--- src/rtl/bitser_pkg.sv ---
package bitser_pkg;
  parameter int unsigned BYTE_W = 8;

  typedef enum logic [1:0] {
    CAP_IDLE = 2'd0,
    CAP_RUN  = 2'd1,
    CAP_FULL = 2'd2
  } cap_state_e;
endpackage

--- src/rtl/bitser_sync.sv ---
module bitser_sync #(
  parameter int unsigned WIDTH  = 4,
  parameter int unsigned STAGES = 2
) (
  input  logic             clk_i,
  input  logic             rst_ni,
  input  logic [WIDTH-1:0] d_i,
  output logic [WIDTH-1:0] q_o
);
  logic [STAGES-1:0][WIDTH-1:0] stg_q;

  for (genvar s = 0; s < STAGES; s++) begin : g_stage
    if (s == 0) begin : g_first
      always_ff @(posedge clk_i or negedge rst_ni) begin
        if (!rst_ni) stg_q[0] <= '0;
        else         stg_q[0] <= d_i;
      end
    end else begin : g_next
      always_ff @(posedge clk_i or negedge rst_ni) begin
        if (!rst_ni) stg_q[s] <= '0;
        else         stg_q[s] <= stg_q[s-1];
      end
    end
  end

  assign q_o = stg_q[STAGES-1];
endmodule

--- src/rtl/bitser_edge.sv ---
module bitser_edge #(
  parameter int unsigned WIDTH = 2
) (
  input  logic             clk_i,
  input  logic             rst_ni,
  input  logic [WIDTH-1:0] sig_i,
  output logic [WIDTH-1:0] rise_o,
  output logic [WIDTH-1:0] fall_o
);
  logic [WIDTH-1:0] prev_q;

  always_ff @(posedge clk_i or negedge rst_ni) begin
    if (!rst_ni) prev_q <= '0;
    else         prev_q <= sig_i;
  end

  assign rise_o = sig_i & ~prev_q;
  assign fall_o = ~sig_i & prev_q;
endmodule

--- src/rtl/bitser_packer.sv ---
module bitser_packer #(
  parameter int unsigned WORD_W = bitser_pkg::BYTE_W
) (
  input  logic              clk_i,
  input  logic              rst_ni,
  input  logic              restart_i,
  input  logic              sample_i,
  input  logic              bit_i,
  output logic              word_vld_o,
  output logic [WORD_W-1:0] word_o
);
  localparam int unsigned CNT_W = $clog2(WORD_W);
  localparam logic [CNT_W-1:0] CNT_LAST = CNT_W'(WORD_W - 1);

  logic [WORD_W-1:0] shift_q;
  logic [WORD_W-1:0] shift_nxt;
  logic [CNT_W-1:0]  cnt_q;

  assign shift_nxt = {shift_q[WORD_W-2:0], bit_i};

  always_ff @(posedge clk_i or negedge rst_ni) begin
    if (!rst_ni) begin
      shift_q    <= '0;
      cnt_q      <= '0;
      word_vld_o <= 1'b0;
      word_o     <= '0;
    end else if (restart_i) begin
      shift_q    <= '0;
      cnt_q      <= '0;
      word_vld_o <= 1'b0;
    end else if (sample_i) begin
      shift_q <= shift_nxt;
      if (cnt_q == CNT_LAST) begin
        cnt_q      <= '0;
        word_vld_o <= 1'b1;
        word_o     <= shift_nxt;
      end else begin
        cnt_q      <= cnt_q + 1'b1;
        word_vld_o <= 1'b0;
      end
    end else begin
      word_vld_o <= 1'b0;
    end
  end
endmodule

--- src/rtl/bitser_writer.sv ---
module bitser_writer #(
  parameter int unsigned FRAME_BYTES = 79056,
  parameter int unsigned ADDR_W      = $clog2(FRAME_BYTES),
  parameter int unsigned WORD_W      = bitser_pkg::BYTE_W
) (
  input  logic              clk_i,
  input  logic              rst_ni,
  input  logic              restart_i,
  input  logic              word_vld_i,
  input  logic [WORD_W-1:0] word_i,
  output logic              wr_en_o,
  output logic [ADDR_W-1:0] wr_addr_o,
  output logic [WORD_W-1:0] wr_data_o,
  output logic              done_o,
  output logic              ovf_o
);
  import bitser_pkg::*;

  localparam logic [ADDR_W-1:0] ADDR_LAST = ADDR_W'(FRAME_BYTES - 1);

  cap_state_e        state_q;
  logic [ADDR_W-1:0] ptr_q;

  always_ff @(posedge clk_i or negedge rst_ni) begin
    if (!rst_ni) begin
      state_q   <= CAP_IDLE;
      ptr_q     <= '0;
      wr_en_o   <= 1'b0;
      wr_addr_o <= '0;
      wr_data_o <= '0;
      done_o    <= 1'b0;
      ovf_o     <= 1'b0;
    end else begin
      wr_en_o <= 1'b0;
      done_o  <= 1'b0;
      if (restart_i) begin
        state_q <= CAP_RUN;
        ptr_q   <= '0;
        ovf_o   <= 1'b0;
      end else if (word_vld_i) begin
        unique case (state_q)
          CAP_RUN: begin
            wr_en_o   <= 1'b1;
            wr_addr_o <= ptr_q;
            wr_data_o <= word_i;
            if (ptr_q == ADDR_LAST) begin
              state_q <= CAP_FULL;
              done_o  <= 1'b1;
            end else begin
              ptr_q <= ptr_q + 1'b1;
            end
          end
          CAP_FULL: ovf_o <= 1'b1;
          default:  ;
        endcase
      end
    end
  end
endmodule

--- src/rtl/bitser_capture.sv ---
module bitser_capture #(
  parameter int unsigned FRAME_BYTES = 79056,
  parameter int unsigned SYNC_STAGES = 2,
  parameter int unsigned ADDR_W      = $clog2(FRAME_BYTES)
) (
  input  logic              clk_i,
  input  logic              rst_ni,
  input  logic              vsync_i,
  input  logic              hsync_i,
  input  logic              pclk_i,
  input  logic              d0_i,
  output logic              wr_en_o,
  output logic [ADDR_W-1:0] wr_addr_o,
  output logic [7:0]        wr_data_o,
  output logic              frame_done_o,
  output logic              overflow_o
);
  localparam int unsigned NUM_IN = 4;

  logic [NUM_IN-1:0] raw_in, sync_in;
  logic [1:0]        edge_in, edge_rise, edge_fall;
  logic              vsync_s, hsync_s, pclk_s, d0_s;
  logic              vsync_fall, bit_take;
  logic              word_vld;
  logic [7:0]        word;

  assign raw_in = {vsync_i, hsync_i, pclk_i, d0_i};
  assign {vsync_s, hsync_s, pclk_s, d0_s} = sync_in;

  bitser_sync #(.WIDTH(NUM_IN), .STAGES(SYNC_STAGES)) i_sync (
    .clk_i (clk_i),
    .rst_ni(rst_ni),
    .d_i   (raw_in),
    .q_o   (sync_in)
  );

  assign edge_in = {vsync_s, pclk_s};

  bitser_edge #(.WIDTH(2)) i_edge (
    .clk_i (clk_i),
    .rst_ni(rst_ni),
    .sig_i (edge_in),
    .rise_o(edge_rise),
    .fall_o(edge_fall)
  );

  assign vsync_fall = edge_fall[1];
  assign bit_take   = edge_rise[0] & hsync_s;

  bitser_packer #(.WORD_W(8)) i_packer (
    .clk_i     (clk_i),
    .rst_ni    (rst_ni),
    .restart_i (vsync_fall),
    .sample_i  (bit_take),
    .bit_i     (d0_s),
    .word_vld_o(word_vld),
    .word_o    (word)
  );

  bitser_writer #(.FRAME_BYTES(FRAME_BYTES), .ADDR_W(ADDR_W), .WORD_W(8)) i_writer (
    .clk_i     (clk_i),
    .rst_ni    (rst_ni),
    .restart_i (vsync_fall),
    .word_vld_i(word_vld),
    .word_i    (word),
    .wr_en_o   (wr_en_o),
    .wr_addr_o (wr_addr_o),
    .wr_data_o (wr_data_o),
    .done_o    (frame_done_o),
    .ovf_o     (overflow_o)
  );
endmodule

--- config.mk ---
export PLATFORM = sky130hd
export DESIGN_NAME = bitser_capture
export DESIGN_NICKNAME = d
export VERILOG_FILES = /design/src/rtl/bitser_pkg.sv /design/src/rtl/bitser_sync.sv /design/src/rtl/bitser_edge.sv /design/src/rtl/bitser_packer.sv /design/src/rtl/bitser_writer.sv /design/src/rtl/bitser_capture.sv
export SDC_FILE = /design/constraint.sdc
export NUM_CORES = 1
export LEC_CHECK = 0
export ABC_CLOCK_PERIOD_IN_PS = 5300
export BUFFER_PORTS_ARGS = -buffer_cell sky130_fd_sc_hd__buf_2
export CAP_MARGIN = 40
export CELL_PAD_IN_SITES_DETAIL_PLACEMENT = 0
export CELL_PAD_IN_SITES_GLOBAL_PLACEMENT = 1
export CORE_ASPECT_RATIO = 2
export CORE_UTILIZATION = 33
export CTS_BUF_LIST = sky130_fd_sc_hd__clkbuf_4
export CTS_CLUSTER_DIAMETER = 120
export CTS_CLUSTER_SIZE = 16
export DETAILED_ROUTE_END_ITERATION = 8
export PLACE_DENSITY = 0.57
export SYNTH_ARGS = -nofsm -noshare
export SYNTH_HDL_FRONTEND = slang
export SYNTH_SLANG_ARGS = --single-unit
--- constraint.sdc ---
create_clock -name clk_i -period 5.3 [get_ports clk_i]
set_input_delay 0.265 -clock clk_i [delete_from_list [all_inputs] [get_ports clk_i]]
set_output_delay 0.265 -clock clk_i [all_outputs]
set_load 0.05 [all_outputs]
== Yosys cells after proc, flatten, opt, wreduce, memory -nomap -nowiden ==
Cells that the tools add are included.
Storage, ports and cells
  RAM bits: 0
  latch bits: 0
  bits of input ports: 6
  register bits: 76
  bits in read-only memories: 0
  memories kept: 0
  logic and storage cells: 63
  output and inout bits: 28
Cells by class
  div/mod/pow operators: 0
  bitwise gates (word level): 6
  multipliers: 0
  order comparisons: 0
  add/sub/neg operators: 2
  shift operators: 0
  multiplexer cells: 26
  equal/unequal tests: 5
  reductions and logical operators: 10
Operators by type and width (count)
  $mux W17: 4
  $add A17 B1 Y17 const B: 1
  $eq A17 B17 Y1 const B: 1
  $mux W7: 2
  $mux W1: 13
  $reduce_and A3 Y1: 4
  $reduce_bool A2 Y1: 5
  $mux W3: 3
  $mux W2: 4
  $add A3 B1 Y3 const B: 1
  $eq A3 B3 Y1 const B: 1
  $and A1 B1 Y1: 2
  $and A2 B2 Y2: 1
  $eq A2 B1 Y1 const B: 1
  $eq A2 B2 Y1 const B: 1
  $ne A2 B2 Y1 const B: 1
  $not A1 Y1: 2
  $not A2 Y2: 1
  $reduce_and A2 Y1: 1

== Longest topological paths before layout ==
Gate-level depths: netlist of run 1.
  word-level depth: 5
  gate-level depth with buffers: 7
  mapped depth without buffers: 5

== By module ==
Synthesis of run 1 repeated with hierarchy kept, for this count alone.
Unflattened totals
  cells, all modules: 242
  area total of the unflattened synthesis: 3180.6 sq um
Modules (own cells, without submodules)
  bitser_writer: cells each 169, times used 1, sequential area each 1176.1 sq um, area an instance 2059.5 sq um
  bitser_packer: cells each 54, times used 1, sequential area each 475.5 sq um, area an instance 799.5 sq um
  bitser_sync: cells each 12, times used 1, sequential area each 200.2 sq um, area an instance 230.2 sq um
  bitser_edge: cells each 6, times used 1, sequential area each 50.0 sq um, area an instance 85.1 sq um
  bitser_capture: cells each 1, times used 1, sequential area each 0.0 sq um, area an instance 6.3 sq um

== Least setup slack after synthesis of run 1 ==
Ideal clock, no wire load.
  path type: register to register
  start: reg i_writer.ptr_q[0]
  end: reg i_writer.ptr_q[14]
  period minus slack after synthesis: 1.831 ns
  stages on the path, launching flop included: 6
  required time: 5.222 ns
  arrival time: 1.753 ns
  library setup time: 0.078 ns
  path buffers: 0
  setup slack: 3.469 ns
  cell sequence: dfrtp_1 ha_1 nand2_1 or4_4 or4_1 a21oi_1
Between the ends
  word-level cells in the longest chain between the ends: 5
  elaborated cells on any way between the ends: 8
  those cells by class: add/sub (1); eq/ne (2); mux (4); reduce/logical (1)
Ends and longest elaborated chain
  start: declaration: RTL line bitser_writer.sv:22  | logic [ADDR_W-1:0] ptr_q;
  start signal: assignment: RTL line bitser_writer.sv:50  | ptr_q <= ptr_q + 1'b1;
  $add A17 B1 Y17: RTL line bitser_writer.sv:50
  $mux W17: RTL line bitser_writer.sv:46  | if (ptr_q == ADDR_LAST) begin
  $mux W17: RTL line bitser_writer.sv:41  | unique case (state_q)
  $mux W17: RTL line bitser_writer.sv:40  | end else if (word_vld_i) begin
  $mux W17: RTL line bitser_writer.sv:36  | if (restart_i) begin
Parallel ways exist; a longest one is shown, timed or not. The select of a mux whose other input is x is not followed.
A chain may end at the register's enable or synchronous reset.

== Worst setup path after layout of run 1 ==
  start: reg i_writer.ptr_q[15]
  end: reg i_writer.state_q[0]
Between the ends
  word-level cells in the longest chain between the ends: 3
Ends and longest elaborated chain
  $eq A17 B17 Y1: RTL line bitser_writer.sv:46
  $reduce_bool A2 Y1 (no source line)
  $reduce_and A3 Y1 (no source line)
  end signal: assignment: RTL line bitser_writer.sv:26  | state_q <= CAP_IDLE;
  end signal: assignment: RTL line bitser_writer.sv:37  | state_q <= CAP_RUN;
  end signal: assignment: RTL line bitser_writer.sv:47  | state_q <= CAP_FULL;
  end: declaration: RTL line bitser_writer.sv:21  | cap_state_e state_q;
Every way passes these cells.

==> results of run 1 <==
-- worst paths after layout --
kind,from,to,depth (start not counted)
setup reg to reg,i_writer.ptr_q[15]$_DFFE_PN0P_,i_writer.state_q[0]$_DFFE_PN0P_,4
max in group asynchronous,rst_ni,i_writer.ptr_q[9]$_DFFE_PN0P_,3
hold reg to reg,i_sync.stg_q[3]$_DFF_PN0_,i_sync.q_o[3]$_DFF_PN0_,0
min in group clk_i,i_sync.stg_q[3]$_DFF_PN0_,i_sync.q_o[3]$_DFF_PN0_,0
setup / recovery,i_writer.ptr_q[15]$_DFFE_PN0P_,i_writer.state_q[0]$_DFFE_PN0P_,4
hold / removal,rst_ni,i_writer.wr_addr_o[4]$_DFFE_PN0P_,2
-- flip-flops by register name (all words and copies together), names as in the netlist, 3 cells and up --
| register | cells |
|---|---|
| i_writer.ptr_q | 17 |
| i_writer.wr_addr_o | 17 |
| i_packer.word_o | 8 |
| i_writer.wr_data_o | 8 |
| i_packer.shift_q | 7 |
| i_sync.q_o | 4 |
| i_sync.stg_q | 4 |
| i_packer.cnt_q | 3 |
-- area by class of cell --
type | count | area [um2] | share of cell area, %
antenna | 1 | 2.50 | 0.0701
clock buffer | 10 | 75.1 | 2.10
clock inverter | 6 | 55.1 | 1.54
inverter | 9 | 33.8 | 0.947
multi-input combinational | 191 | 1100 | 31.0
sequential | 76 | 1900 | 53.3
tap | 102 | 128 | 3.58
timing repair buffer | 42 | 268 | 7.50
-- metal layers --
| layer | track usage, % | up-vias | part of all wire, % | wire length [um] |
|---|---|---|---|---|
| met5 | 0 | - | 0 | 0 |
| met1 | 17.1 | 1122 | 40 | 2720 |
| met3 | 4.14 | 11 | 2.4 | 162 |
| met4 | 7.79 | 0 | 2.5 | 169 |
| li1 | - | 1077 | - | - |
| met2 | 27.2 | 30 | 55 | 3790 |
-- logic make-up (layout without fill, tap and decap cells) --
kind of cell,after synthesis,count (layout),share of synthesized area (%)
AND/OR/NAND/NOR,133,133,20.6
flip-flops,76,76,61.7
AO/OA/AOI/OAI,42,42,9.50
buffers and inverters,20,67,2.48
multiplexers,9,9,3.29
XOR/XNOR,4,4,1.14
adder cells (fa/ha/maj),3,3,1.22
other,0,1,0
-- what timing repair did --
item,4_1_cts,5_1_grt
hold buffers,5,0
endpoints found under the setup margin,0,0
hold endpoints to repair,44,0
-- per-stage QoR --
stage / power [uW] / instance area [um2] / utilization [%]
after detailed placement: 631 / 3390 / 37.6
after floorplan: 609 / 3080 / -
after CTS: 981 / 3570 / 39.6
final: 968 / 3570 / 39.6
after global placement: 627 / 3340 / 37.1
after global routing: 1010 / 3570 / 39.6
-- power by group through the flow --
stage | registers (uW) | logic (uW) | clock network [uW]
global placement | 601 | 25.8 | 0
finish | 590 | 30.6 | 347
floorplan | 600 | 9.23 | 0
CTS | 590 | 32.4 | 359
global route | 591 | 35.7 | 387
detailed placement | 601 | 29.6 | 0
-- layout by cell type (no fill, tap or decap), types with 2 or more instances in the layout --
| cell type | Yosys | routed |
|---|---|---|
| o21ai_0 | 9 | 9 |
| or3_1 | 4 | 4 |
| nand4_1 | 4 | 4 |
| o31ai_1 | 4 | 4 |
| and3_1 | 4 | 4 |
| a21oi_1 | 8 | 8 |
| xor2_1 | 2 | 2 |
| dlygate4sd3_1 | 0 | 5 |
| dfrtp_1 | 76 | 76 |
| a311o_1 | 2 | 2 |
| nor2_1 | 16 | 16 |
| clkinv_1 | 0 | 2 |
| clkbuf_4 | 0 | 10 |
| a31oi_1 | 3 | 3 |
| a22o_1 | 10 | 10 |
| nand2_1 | 78 | 78 |
| inv_1 | 9 | 9 |
| or4_1 | 5 | 5 |
| nor4_1 | 2 | 2 |
| buf_4 | 0 | 3 |
| clkinv_2 | 0 | 2 |
| buf_2 | 1 | 32 |
| xnor2_1 | 2 | 2 |
| nand3_1 | 7 | 7 |
| ha_1 | 3 | 3 |
| mux2_2 | 9 | 9 |
| and4_1 | 2 | 2 |
==> summary.txt, run 1 <==
Power and ir drop
  • Net Switching: 226 uW
  • Sequential Power Share: 61.0%
  • Lkg Pwr: 0.00182 uW
  • Sw Share: 23.4%
  • Combinational Power Share: 3.2%
  • Clock power frac: 35.9%
  • Internal power: 742 uW
  • PwrDens: 271 mW/mm2
  • Worst VDD drop: 0.184 mV

Clock network
  • CTS tree: done
  • Sink Count: 76
  • Post-CTS Setup Bufs: 0
  • Later-pin clock latency in the skew report: 430 ps
  • H-tree depth: 3
  • CTS resizes: 0
  • CTS Buf Count: 9
  • Cell at the root of the clock tree: clkbuf_4
  • CTS Buffer Depth: 2
  • Clk slew on worst S/H paths: 130 ps

Timing
  • Normalized max-slew margin: 48.8%
  • Setup TNS Final: 0 ps
  • Setup WS post-layout: 3190 ps
  • Final Hold Fails: 0
  • Minimum clock period after layout: 2110 ps
  • Highest clock rate: 474 MHz
  • Slew at the pin closest to its max-slew limit: 767 ps
  • Final period util: 39.8%
  • Worst Clk Skew: 20.4 ps
  • Hold Slack: 321 ps
  • Setup violators final: 0
  • RSZ-0062 raised after global routing: false
  • Fin. max-slew vios: 0

Yosys
  • Post-Synthesis Cells: 287
  • Yosys warns: 0
  • Top-area cell type share of the netlist area: 61.7%
  • Sequential fraction of the synthesis area: 61.7%
  • Count leader, synth: nand2_1
  • Synthesized Nets: 296
  • Netlist Area Pre-Place: 0.00308 mm2
  • Synth unique cells: 41
  • Most used DFF post-synth: dfrtp_1
  • Commonest cells post-synth: nand2_1 (78), dfrtp_1 (76), nor2_1 (16)
  • Yosys top cell by area: dfrtp_1
  • Post-Syn Area per Cell: 10.7 um2
  • Post-synthesis sequential element count: 76
  • Top cells by area, synth: dfrtp_1 (62%), nand2_1 (9.5%), mux2_2 (3.3%), a22o_1 (2.8%), nor2_1 (1.9%)
  • Ys async rst share: 100%
  • Post-synth EDFFs: 0

Job
  • Max-cap violations: 0

Floorplan
  • Initial Utilization: 34.2%
  • Die Width: 70.3 um
  • Die height: 139 um
  • Die area: 0.00975 mm2
  • Ports: 34
  • Row cnt: 49
  • Core Footprint: 0.00901 mm2

Critical path
  • Worst path slowest cell: nor4_1
  • Top Family by Delay on Critical Path: simple AND/OR/NAND/NOR gates
  • CP required: 5640 ps
  • Cell breakdown of the critical path: or4b_1 > nor4_1 > nand3_1 > a21o_2
  • Crit. End Element: flop
  • WS Path Type: flop to flop
  • R2R setup slack: 3190 ps
  • Startpoint types: flop
  • CP bufs+invs: 0
  • CP peak stage delay: 620 ps
  • Crit-path max FO: 5
  • Worst EP arrival: 2450 ps

GRT
  • Pin count of the biggest net entering global routing: 42
  • Gr ovfl total: 0
  • Total GRT Usage: 15.6%
  • Vias in the first global route: 2361
  • First-pass GRT wire length: 11.8 mm
  • Initial antenna violation count: 1

Drt
  • DR DRC count: 0
  • Wire per inst: 15.6 um
  • Antenna Nets Post-Route: 0
  • Via count: 2240
  • Vias/cell: 5.13
  • Detailed Route WL: 6.84 mm
  • Initial DRC count: 87
  • DR pass1 iterations: 5

Finish
  • P&R area growth vs syn: 15.8%
  • Post-route non-filler standard cell count: 437
  • Final net count: 338
  • Filler Cell Count: 909
  • Share of cells above drive strength 1: 20.1%

Placed design
  • HPWL Detailed: 4.75 mm
  • Global placement routability congestion: 0.753
  • PortBufs: 33
  • Cells after DPL: 415
  • Pre-CTS setup slack: 3190 ps

Status
  • Status: finished clean

Hold path
  • Hold WC Path Type: input pin to async pin
Note: power is estimated with default switching activity, not from simulation.
==> run 2, diff against run 1 <==
--- a/config.mk
+++ b/config.mk
@@ -5,7 +5,8 @@
 export SDC_FILE = /design/constraint.sdc
 export NUM_CORES = 1
 export LEC_CHECK = 0
-export ABC_CLOCK_PERIOD_IN_PS = 5300
+export ABC_AREA = 1
+export ABC_CLOCK_PERIOD_IN_PS = 2160
 export BUFFER_PORTS_ARGS = -buffer_cell sky130_fd_sc_hd__buf_2
 export CAP_MARGIN = 40
 export CELL_PAD_IN_SITES_DETAIL_PLACEMENT = 0
@@ -16,7 +17,7 @@
 export CTS_CLUSTER_DIAMETER = 120
 export CTS_CLUSTER_SIZE = 16
 export DETAILED_ROUTE_END_ITERATION = 8
-export PLACE_DENSITY = 0.57
+export PLACE_DENSITY = 0.59
 export SYNTH_ARGS = -nofsm -noshare
 export SYNTH_HDL_FRONTEND = slang
 export SYNTH_SLANG_ARGS = --single-unit
==> constraint.sdc (replaced) <==
create_clock -name clk_i -period 2.16 [get_ports clk_i]
set_input_delay 0.108 -clock clk_i [delete_from_list [all_inputs] [get_ports clk_i]]
set_output_delay 0.108 -clock clk_i [all_outputs]
set_load 0.05 [all_outputs]
==> summary.txt, run 2 <==
Status
  • Status: finished clean

Drt
  • DR DRC count: 0
  • Wire per inst: 14.5 um
  • Detailed Route WL: 7.92 mm
  • Vias/cell: 4.62
  • Initial DRC count: 125
  • DR pass1 iterations: 4
  • Antenna Nets Post-Route: 0
  • Via count: 2523

Power and ir drop
  • Lkg Pwr: 0.00188 uW
  • Sequential Power Share: 58.5%
  • PwrDens: 656 mW/mm2
  • Internal power: 1910 uW
  • Combinational Power Share: 3.3%
  • Net Switching: 555 uW
  • Sw Share: 22.5%
  • Clock power frac: 38.2%
  • Worst VDD drop: 0.351 mV

Yosys
  • Post-synthesis sequential element count: 76
  • Most used DFF post-synth: dfrtp_1
  • Top-area cell type share of the netlist area: 59.0%
  • Top cells by area, synth: dfrtp_1 (59%), nand2_1 (14%), o21ai_0 (4.8%), inv_1 (4.2%), nand3_1 (4.2%)
  • Synth unique cells: 26
  • Yosys top cell by area: dfrtp_1
  • Netlist Area Pre-Place: 0.00323 mm2
  • Post-Synthesis Cells: 366
  • Ys async rst share: 100%
  • Synthesized Nets: 375
  • Post-synth EDFFs: 0
  • Post-Syn Area per Cell: 8.81 um2
  • Yosys warns: 0
  • Count leader, synth: nand2_1
  • Sequential fraction of the synthesis area: 59.0%
  • Commonest cells post-synth: nand2_1 (121), dfrtp_1 (76), inv_1 (36)

Timing
  • Final Hold Fails: 0
  • Hold Slack: 176 ps
  • Normalized max-slew margin: 63.6%
  • Minimum clock period after layout: 1690 ps
  • Setup TNS Final: 0 ps
  • Slew at the pin closest to its max-slew limit: 545 ps
  • Fin. max-slew vios: 0
  • Worst Clk Skew: 8.21 ps
  • Highest clock rate: 591 MHz
  • Final period util: 78.3%
  • RSZ-0062 raised after global routing: false
  • Setup violators final: 0

GRT
  • Top Usage Layer GRT: met2
  • Met3 Use GR: 3.20%
  • Met2 Usage GRT: 31.2%
  • First-pass GRT wire length: 13.2 mm
  • Met1 Use GR: 18.3%
  • Pin count of the biggest net entering global routing: 41
  • Total GRT Usage: 17.5%
  • Vias in the first global route: 2581
  • Initial antenna violation count: 1
  • Gr ovfl total: 0

Finish
  • Most frequent cells in the layout: nand2_1 (121), dfrtp_1 (76), inv_1 (36)
  • Largest regs: i_writer.ptr_q (17), i_writer.wr_addr_o (17)
  • Share of cells above drive strength 1: 15.2%
  • Commonest non-fill, non-tap cell in the layout: nand2_1
  • Final net count: 420
  • Final Instance Area: 0.00376 mm2
  • P&R area growth vs syn: 16.7%
  • Filler Cell Count: 1011

Critical path
  • Critical path depth: 10
  • CP Launch Point: i_writer.ptr_q[0]$_DFFE_PN0P_
  • Worst EP arrival: 2020 ps
  • Cell breakdown of the critical path: ha_1 > nand2_2 > inv_2 > nand2_1 > nor2_2 > nand4_2 > nand2_4 > inv_1 > nand2_1 > nand2_1
  • Startpoint types: flop
  • Worst R2R Start: i_writer.ptr_q[0]$_DFFE_PN0P_
  • Cell mode on critical path: nand2_1
  • CP bufs+invs: 2
  • Worst path slowest cell: dfrtp_1
  • Crit-path max FO: 24
  • Cells on worst reg2reg path: 10
  • Crit. End Element: flop
  • WS Path Type: flop to flop
  • CP peak stage delay: 450 ps
  • Top Family by Delay on Critical Path: simple AND/OR/NAND/NOR gates
  • CP required: 2490 ps

Clock network
  • CTS Buffer Depth: 2
  • H-tree depth: 3
  • Clk slew on worst S/H paths: 120 ps
  • CTS tree: done
  • CTS resizes: 0
  • CTS Buf Count: 9
  • Cell at the root of the clock tree: clkbuf_4
  • Sink Count: 76
  • Later-pin clock latency in the skew report: 420 ps

Placed design
  • Global placement routability congestion: 0.863
  • Placed cell area: 0.00356 mm2
  • HPWL Detailed: 5.78 mm
  • PortBufs: 33

Floorplan
  • Initial Utilization: 34.1%
  • Die height: 142 um
  • Die area: 0.0102 mm2
  • Core Footprint: 0.00945 mm2
  • Row cnt: 50
  • Ports: 34
  • Die Width: 71.9 um

Hold path
  • Hold WC Path Type: input pin to async pin

Job
  • Max-cap violations: 0
## run 2: cell types whose count changed after synthesis, sizes merged, moves of 9 or more
cell,previous run,this run
nand2,78,123
inv,9,37
nor2,16,31
a22o,10,0
mux2,9,0
nand3,7,27
o21ai,9,39
## run 2: cell families after synthesis
logic type,Yosys count,synth area share [%]
AND/OR/NAND/NOR,186,23.7
adder cells (fa/ha/maj),3,1.16
flip-flops,76,59.0
AO/OA/AOI/OAI,51,9.12
XOR/XNOR,4,1.09
buffers and inverters,46,6.01
## run 2: final timing paths
kind / to / slack [ps]
max: i_writer.ptr_q[8]$_DFFE_PN0P_ / 470
min: i_writer.wr_addr_o[0]$_DFFE_PN0P_ / 180
max reg2reg: i_writer.ptr_q[8]$_DFFE_PN0P_ / 470
min reg2reg: i_sync.q_o[2]$_DFF_PN0_ / 360
max in group asynchronous: i_sync.q_o[0]$_DFF_PN0_ / 1400
min in group clk_i: i_sync.stg_q[3]$_DFF_PN0_ / 320
## run 2: per-layer routing
layer	up-vias	share of wire (%)
li1	1254	-
met1	1185	38
met2	59	54
met3	25	2.7
met4	0	5.0
met5	-	0
## run 2: final cells by class
class | count | area (um2) | area share, %
diodes | 1 | 2.50 | 0.0665
clock buffers | 9 | 67.6 | 1.80
clock inverters | 6 | 80.1 | 2.13
inverters | 37 | 139 | 3.69
multi-input cells | 244 | 1130 | 30.0
flip-flops and latches | 76 | 1900 | 50.5
well taps | 130 | 163 | 4.32
repair buffers | 43 | 280 | 7.45
## run 2: per-stage QoR
step                utilization [%]  power, uW  std cells  setup WS (ps)
floorplan                         -       1500        366            719
global placement               37.7       1550        525            482
detailed placement             37.7       1550        525            467
CTS                            39.8       2520        545            448
global route                   39.8       2570        546            254
finish                         39.8       2470        546            468
## run 2: worst register-to-register path, delay by kind of cell, from the launching register on
family,cells,cell delay (ps)
AND/OR/NAND/NOR,7,800
flip-flops,1,450
adder cells (fa/ha/maj),1,210
buffers and inverters,2,140
## run 2: power by group through the flow
stage               combinational (uW)  sequential [uW]  clock [uW]
finish                            82.4             1440         943
global route                      96.2             1450        1030
CTS                               87.3             1440         986
detailed placement                80.6             1470           0
global placement                  79.2             1470           0
floorplan                         33.3             1470           0
## run 2: repair_timing
item | in CTS | in global routing
hold buffers | 5 | 0
setup buffers | 0 | 0
endpoints found under the hold margin | 40 | 0
